**config.mk**
```make
export PLATFORM = sky130hd
export DESIGN_NAME = pexr_resolver
export DESIGN_NICKNAME = d
export VERILOG_FILES = /design/src/rtl/pexr_pkg.sv /design/src/rtl/pexr_prio_split.sv /design/src/rtl/pexr_enable_bank.sv /design/src/rtl/pexr_resolver.sv
export SDC_FILE = /design/constraint.sdc
export NUM_CORES = 2
export LEC_CHECK = 0
export ABC_AREA = 1
export BUFFER_PORTS_ARGS = -buffer_cell sky130_fd_sc_hd__buf_2
export CAP_MARGIN = 15
export CORE_AREA = 2 2 307 309
export DETAILED_ROUTE_END_ITERATION = 12
export DIE_AREA = 0 0 309 311
export GPL_TIMING_DRIVEN = 0
export PLACE_DENSITY = 0.74
export SLEW_MARGIN = 5
export SYNTH_ARGS = -nofsm -noshare
export SYNTH_HDL_FRONTEND = slang
export SYNTH_SLANG_ARGS = --single-unit
```
**constraint.sdc**
```tcl
create_clock -name clk -period 88.4 [get_ports clk]
set_input_delay 8.84 -clock clk [delete_from_list [all_inputs] [get_ports clk]]
set_output_delay 8.84 -clock clk [all_outputs]
set_load 0.01 [all_outputs]
```
**src/rtl/pexr_pkg.sv**
```systemverilog
package pexr_pkg;
    localparam int PRIO_W  = 8;
    localparam int SPLIT_W = $clog2(PRIO_W);
    localparam int SPRIO_W = PRIO_W + 2;

    typedef logic signed [SPRIO_W-1:0] sprio_t;

    // Above every legal priority: reported when nothing competes.
    localparam sprio_t NO_EXC_PRIO = sprio_t'(1 << PRIO_W);

    // Vector numbers whose behaviour is fixed.
    localparam int VEC_RESET  = 1;
    localparam int VEC_NMI    = 2;
    localparam int VEC_SVC    = 11;
    localparam int VEC_DBGMON = 12;
    localparam int VEC_PSV    = 14;
    localparam int VEC_TICK   = 15;

    localparam int NMI_PRIO = -2;
endpackage

```
**src/rtl/pexr_prio_split.sv**
```systemverilog
module pexr_prio_split
    import pexr_pkg::*;
#(
    parameter bit FIXED      = 1'b0,
    parameter int FIXED_PRIO = 0
) (
    input  logic [PRIO_W-1:0]  raw_i,
    input  logic [SPLIT_W-1:0] split_i,
    output sprio_t             grp_o,
    output logic [PRIO_W-1:0]  sub_o
);
    generate
        if (FIXED) begin : g_fixed
            // Fixed vectors: negative priority, no subpriority.
            logic unused_in;
            assign unused_in = ^{raw_i, split_i};
            assign grp_o     = sprio_t'(FIXED_PRIO);
            assign sub_o     = '0;
        end else begin : g_cfg
            logic [PRIO_W:0] low_mask;
            logic            unused_top;
            assign low_mask   = ({{PRIO_W{1'b0}}, 1'b1} << ({1'b0, split_i} + 1'b1)) - 1'b1;
            assign unused_top = low_mask[PRIO_W];
            assign sub_o      = raw_i & low_mask[PRIO_W-1:0];
            assign grp_o      = sprio_t'({2'b00, raw_i & ~low_mask[PRIO_W-1:0]});
        end
    endgenerate
endmodule

```
**src/rtl/pexr_enable_bank.sv**
```systemverilog
module pexr_enable_bank
    import pexr_pkg::*;
#(
    parameter int NUM_VEC = 32
) (
    input  logic               clk,
    input  logic               rst_n,
    input  logic [NUM_VEC-1:0] set_i,
    input  logic [NUM_VEC-1:0] clr_i,
    output logic [NUM_VEC-1:0] en_o
);
    function automatic logic [NUM_VEC-1:0] one_hot(input int idx);
        logic [NUM_VEC-1:0] m;
        m      = '0;
        m[idx] = 1'b1;
        return m;
    endfunction

    localparam logic [NUM_VEC-1:0] ON_MASK  = one_hot(VEC_RESET) | one_hot(VEC_NMI);
    localparam logic [NUM_VEC-1:0] OFF_MASK = one_hot(0);
    localparam logic [NUM_VEC-1:0] RST_EN   = ON_MASK | one_hot(VEC_SVC)
                                            | one_hot(VEC_PSV) | one_hot(VEC_TICK);

    logic [NUM_VEC-1:0] en_d, en_q;

    always_comb begin
        en_d = (en_q & ~clr_i) | set_i;
        en_d = (en_d | ON_MASK) & ~OFF_MASK;
    end

    always_ff @(posedge clk or negedge rst_n) begin
        if (!rst_n) en_q <= RST_EN;
        else        en_q <= en_d;
    end

    assign en_o = en_q;

    // a clear without a matching set takes effect at the next edge
    a_r8_clear_applies: assert property (@(posedge clk) disable iff (!rst_n)
        (|(clr_i & ~set_i & ~ON_MASK)) |=>
        ((en_q & $past(clr_i & ~set_i & ~ON_MASK)) == '0));

    // a set enables the vector at the next edge
    a_r8_set_applies: assert property (@(posedge clk) disable iff (!rst_n)
        (|(set_i & ~OFF_MASK)) |=>
        ((en_q & $past(set_i & ~OFF_MASK)) == $past(set_i & ~OFF_MASK)));
endmodule

```
**src/rtl/pexr_resolver.sv**
```systemverilog
module pexr_resolver
    import pexr_pkg::*;
#(
    parameter  int NUM_VEC = 32,
    parameter  bit SEC_EXT = 1'b0,
    localparam int IDX_W   = $clog2(NUM_VEC)
) (
    input  logic                      clk,
    input  logic                      rst_n,
    input  logic [NUM_VEC-1:0]        pend_s_i,
    input  logic [NUM_VEC-1:0]        pend_ns_i,
    input  logic [NUM_VEC*PRIO_W-1:0] prio_s_i,
    input  logic [NUM_VEC*PRIO_W-1:0] prio_ns_i,
    input  logic [SPLIT_W-1:0]        split_s_i,
    input  logic [SPLIT_W-1:0]        split_ns_i,
    input  logic [NUM_VEC-1:0]        en_set_s_i,
    input  logic [NUM_VEC-1:0]        en_clr_s_i,
    input  logic [NUM_VEC-1:0]        en_set_ns_i,
    input  logic [NUM_VEC-1:0]        en_clr_ns_i,
    output logic                      win_valid_o,
    output logic [IDX_W-1:0]          win_num_o,
    output logic [SPRIO_W-1:0]        win_prio_o,
    output logic                      win_secure_o
);
    localparam int RESET_PRIO = SEC_EXT ? -4 : -3;

    typedef struct packed {
        logic             valid;
        logic [IDX_W-1:0] num;
        sprio_t           grp;
        logic             sec;
    } pick_t;

    // Bank 0 is secure, bank 1 non-secure.
    logic [NUM_VEC-1:0]        en_w    [2];
    logic [NUM_VEC-1:0]        pend_w  [2];
    logic [NUM_VEC-1:0]        set_w   [2];
    logic [NUM_VEC-1:0]        clr_w   [2];
    logic [NUM_VEC*PRIO_W-1:0] prio_w  [2];
    logic [SPLIT_W-1:0]        split_w [2];
    sprio_t                    grp_w   [2][NUM_VEC];
    logic [PRIO_W-1:0]         sub_w   [2][NUM_VEC];

    assign pend_w[0]  = pend_s_i;    assign pend_w[1]  = pend_ns_i;
    assign set_w[0]   = en_set_s_i;  assign set_w[1]   = en_set_ns_i;
    assign clr_w[0]   = en_clr_s_i;  assign clr_w[1]   = en_clr_ns_i;
    assign prio_w[0]  = prio_s_i;    assign prio_w[1]  = prio_ns_i;
    assign split_w[0] = split_s_i;   assign split_w[1] = split_ns_i;

    generate
        for (genvar b = 0; b < 2; b++) begin : g_bank
            pexr_enable_bank #(.NUM_VEC(NUM_VEC)) u_en (
                .clk   (clk),
                .rst_n (rst_n),
                .set_i (set_w[b]),
                .clr_i (clr_w[b]),
                .en_o  (en_w[b])
            );
            for (genvar v = 0; v < NUM_VEC; v++) begin : g_vec
                localparam bit IS_FIX = (v == VEC_RESET) || (v == VEC_NMI);
                localparam int FIX_P  = (v == VEC_RESET) ? RESET_PRIO : NMI_PRIO;
                pexr_prio_split #(.FIXED(IS_FIX), .FIXED_PRIO(FIX_P)) u_split (
                    .raw_i   (prio_w[b][v*PRIO_W +: PRIO_W]),
                    .split_i (split_w[b]),
                    .grp_o   (grp_w[b][v]),
                    .sub_o   (sub_w[b][v])
                );
            end
        end
    endgenerate

    pick_t st_d, st_q;

    // Scan upward by number, secure copy first; strict less-than replace
    // yields lowest-number then secure-first on full ties.
    always_comb begin
        sprio_t            best_grp;
        logic [PRIO_W-1:0] best_sub;
        best_grp   = NO_EXC_PRIO;
        best_sub   = '0;
        st_d.valid = 1'b0;
        st_d.num   = '0;
        st_d.sec   = 1'b0;
        for (int v = 0; v < NUM_VEC; v++) begin
            for (int b = 0; b < 2; b++) begin
                if (en_w[b][v] && pend_w[b][v]) begin
                    if ((grp_w[b][v] < best_grp) ||
                        ((grp_w[b][v] == best_grp) && !grp_w[b][v][SPRIO_W-1] &&
                         (sub_w[b][v] < best_sub))) begin
                        best_grp   = grp_w[b][v];
                        best_sub   = sub_w[b][v];
                        st_d.valid = 1'b1;
                        st_d.num   = IDX_W'(v);
                        st_d.sec   = (b == 0);
                    end
                end
            end
        end
        st_d.grp = best_grp;
    end

    always_ff @(posedge clk or negedge rst_n) begin
        if (!rst_n) st_q <= '{valid: 1'b0, num: '0, grp: NO_EXC_PRIO, sec: 1'b0};
        else        st_q <= st_d;
    end

    assign win_valid_o  = st_q.valid;
    assign win_num_o    = st_q.num;
    assign win_prio_o   = st_q.grp;
    assign win_secure_o = st_q.sec;

    // idle outputs carry the sentinel
    a_r9_idle_sentinel: assert property (@(posedge clk) disable iff (!rst_n)
        !win_valid_o |-> (win_num_o == '0 && win_prio_o == NO_EXC_PRIO && !win_secure_o));

    // a real winner never reports the sentinel
    a_r2_prio_legal: assert property (@(posedge clk) disable iff (!rst_n)
        win_valid_o |-> (win_prio_o != NO_EXC_PRIO));

    // fixed priorities reported for the fixed vectors
    a_r6_reset_fixed: assert property (@(posedge clk) disable iff (!rst_n)
        (win_valid_o && win_num_o == IDX_W'(VEC_RESET)) |->
        ($signed(win_prio_o) == SPRIO_W'(RESET_PRIO)));
    a_r6_nmi_fixed: assert property (@(posedge clk) disable iff (!rst_n)
        (win_valid_o && win_num_o == IDX_W'(VEC_NMI)) |->
        ($signed(win_prio_o) == SPRIO_W'(NMI_PRIO)));

    // the chosen copy is enabled and pending in its own bank
    a_r1_qualified_s: assert property (@(posedge clk) disable iff (!rst_n)
        (st_d.valid && st_d.sec) |-> (en_w[0][st_d.num] && pend_w[0][st_d.num]));
    a_r1_qualified_ns: assert property (@(posedge clk) disable iff (!rst_n)
        (st_d.valid && !st_d.sec) |-> (en_w[1][st_d.num] && pend_w[1][st_d.num]));
endmodule

```
==> flow_summary.ini <==
[status]
status = finished with violations
failed_checks = negative setup slack

[synth]
yosysSeqAreaShare_pct = 4.09
synthArstFlopShare_pct = 100
ys_types = 67
yosys-top-cells-area = ha_1 (20%), nand2_1 (17%), inv_1 (12%), nor2_1 (8.0%), o21ai_0 (7.7%)
netlist_area_sq_mm = 0.0461
synth_top_area_share_pct = 20.3
synth_edf_count = 0
ys_ff_latch = 75
syn-instance-count = 8174
syn_avg_cell_area_sq_um = 5.64
yosysTopAreaCell = ha_1
synth-warning-count = 0
ys.flop_type = dfrtp_1

[final_layout]
layout_common_cells = nand2_1 (1912), inv_1 (1429), nor2_1 (919)
fin_util_pct = 69.6
layout-drive-gt1-share_pct = 31.9
nets = 10900
mostFrequentLayoutCell = nand2_1
area_growth_pct = 40.1

[power]
power_density_mw_per_mm2 = 11.0
clock_power_share_pct = 6.6
p_seq_share_pct = 5.6
combPwrFrac_pct = 87.8
p_leak_nw = 37.4
switchingPower_mw = 0.402
ir_worst_vdd_mv = 0.0131
p_int_mw = 0.306
swShare_pct = 56.8

[sta]
rsz0062_at_grt = true
finalSetupViolCount = 15
layout_setup_ws_ps = -6180
skew_ps = 28.8
period_share_pct = 107
maxSlewViolCount = 0
worst_pin_slew_ps = 1460
clock.fmax_mhz = 10.6
slew_headroom_pct = 2.86
hold_viol = 0
period_needed_ps = 94580

[clock_tree]
root_buffer = clkbuf_16
ctsHoldBuffers = 0
cts_max_level = 3
path_clk_slew_ps = 100
clk_latency_ps = 450
cts_tree = yes
numCtsBuffers = 9
cts_sinks = 75
clock_path_buffers = 2

[die]
rows = 112
die_h_um = 311
core_sq_mm = 0.0928
ioPinCount = 729
fp.dieW_um = 309
start_util_pct = 49.7
die_area_sq_mm = 0.0961

[placement]
hpwlAfterDp_mm = 168
port_buffers = 666
place.gp.congestion = 1.01
place_ws_ps = -15960

[drt]
vias = 60100
drc = 0
drt_pass1_iterations = 8
wl_per_cell_um = 20.7
finalWirelength_mm = 222
first_iter_violations = 6375
routed_via_density = 5.59
ant_nets = 0

[global_routing]
grt_max_degree = 43
gr-total-overflow = 0
grt_first_pass_wirelength_mm = 311
grt_use_total_pct = 42.3
grt_pass1_vias = 54600
antenna_found_initial = 25

[hold_path]
hp-start = g_bank[0].u_en.en_o[14]
hp-class = reg -> reg

[setup_path]
cp-start-kind = input port
worstPathMaxFanout = 10
worst_path_max_delay_cell = o21ai_0
cpPeakStageDelay_ps = 450
crit_type = in -> reg
cp.required_ps = 88710
cp.arrival_ps = 94890
startpoint = split_s_i[2]
cp-end-kind = flop
r2r_start = g_bank[0].u_en.en_o[3]
path_common_cell = nand2_4

[flow_run]
cap_violations = 0
-- cell families after synthesis --
kind of cell	synth area share (%)
AND/OR/NAND/NOR	42.8
AO/OA/AOI/OAI	14.8
buffers and inverters	18.0
other	0.00814
flip-flops	4.09
adder cells (fa/ha/maj)	20.3
-- synth_stat cells, types with 10 or more instances --
library cell / count
nand3_2: 84
a21oi_1: 185
or2_2: 26
o2111ai_1: 12
nor2_2: 95
o21ai_2: 21
ha_1: 746
inv_2: 52
nor3_1: 24
nand3_1: 516
buf_1: 21
a211oi_1: 17
clkbuf_1: 68
dfrtp_1: 68
buf_2: 18
nand2_1: 2121
buf_6: 53
or2_1: 12
nand4_1: 57
nand3b_1: 42
buf_4: 12
nand2_4: 109
buf_8: 29
clkbuf_8: 61
clkinv_1: 14
inv_1: 1458
o21bai_1: 155
a31oi_1: 10
o21ai_0: 705
nand2_2: 229
o21ai_1: 83
nor2_1: 980
-- state kept, by name, summed over array words and instances, names as in the netlist --
register / flops
win_num_o: 5
win_valid_o: 1
win_secure_o: 1
win_prio_o: 10
g_bank.u_en.en_o: 58
-- cell type report --
cell class | instances | area [sq um]
antenna | 19 | 47.5
buffer | 260 | 3730
clock buffer | 9 | 225
clock inverter | 7 | 75.1
fill | 8255 | 28200
inverter | 1534 | 5890
multi-input combinational | 6358 | 42200
sequential | 75 | 1890
tap | 1254 | 1570
timing repair buffer | 1244 | 8930
-- worst max-delay path: cells and delay by family --
kind            cells  cell delay (ps)
simple gates      535            46760
buf+inv           192            25150
fa+ha+maj          76            21530
compound gates    134            19720
-- final timing paths --
check | end | slack, ps | cells past startpoint
max | win_prio_o[6] | -6180 | 937
min | g_bank[0].u_en.en_o[14] | 470 | 2
min in group asynchronous | g_bank[0].u_en.en_o[28] | 8380 | 1
max reg2reg | win_prio_o[6] | 2020 | 706
min reg2reg | g_bank[0].u_en.en_o[14] | 470 | 2
max in group asynchronous | g_bank[0].u_en.en_o[15] | 79200 | 2
-- layer usage --
layer	vias to the layer above	global-route usage (%)	wire length [um]
met3	887	7.72	22100
met4	14	27.5	17700
met5	-	0	88
met1	27400	51.8	84900
met2	3375	67.6	97300
li1	28500	-	-
-- repair_timing --
item	4_1_cts	5_1_grt
setup buffers	309	189
pin swaps	451	634
resized for setup	605	1039
gates cloned	20	53
setup endpoints to repair	15	15
-- power groups by stage --
stage	Sequential, mW	Combinational, mW	Clock (mW)
global route	0.0403	0.681	0.0478
detailed placement	0.0405	0.472	0
global placement	0.0404	0.462	0
finish	0.0398	0.621	0.0468
floorplan	0.0417	0.336	0
CTS	0.0398	0.514	0.0472
-- metrics by stage --
step	cell area [sq um]	cells	power [mW]	TNS (ps)	hold slack, ps
finish	64500	10800	0.708	-89840	467
global route	64500	10700	0.769	-151820	484
CTS	57500	10500	0.601	-92770	468
detailed placement	52000	10200	0.512	-236370	454
global placement	51900	10200	0.502	-222590	450
floorplan	47000	8232	0.377	-3520	442
Power figures use the tool's default switching activity.
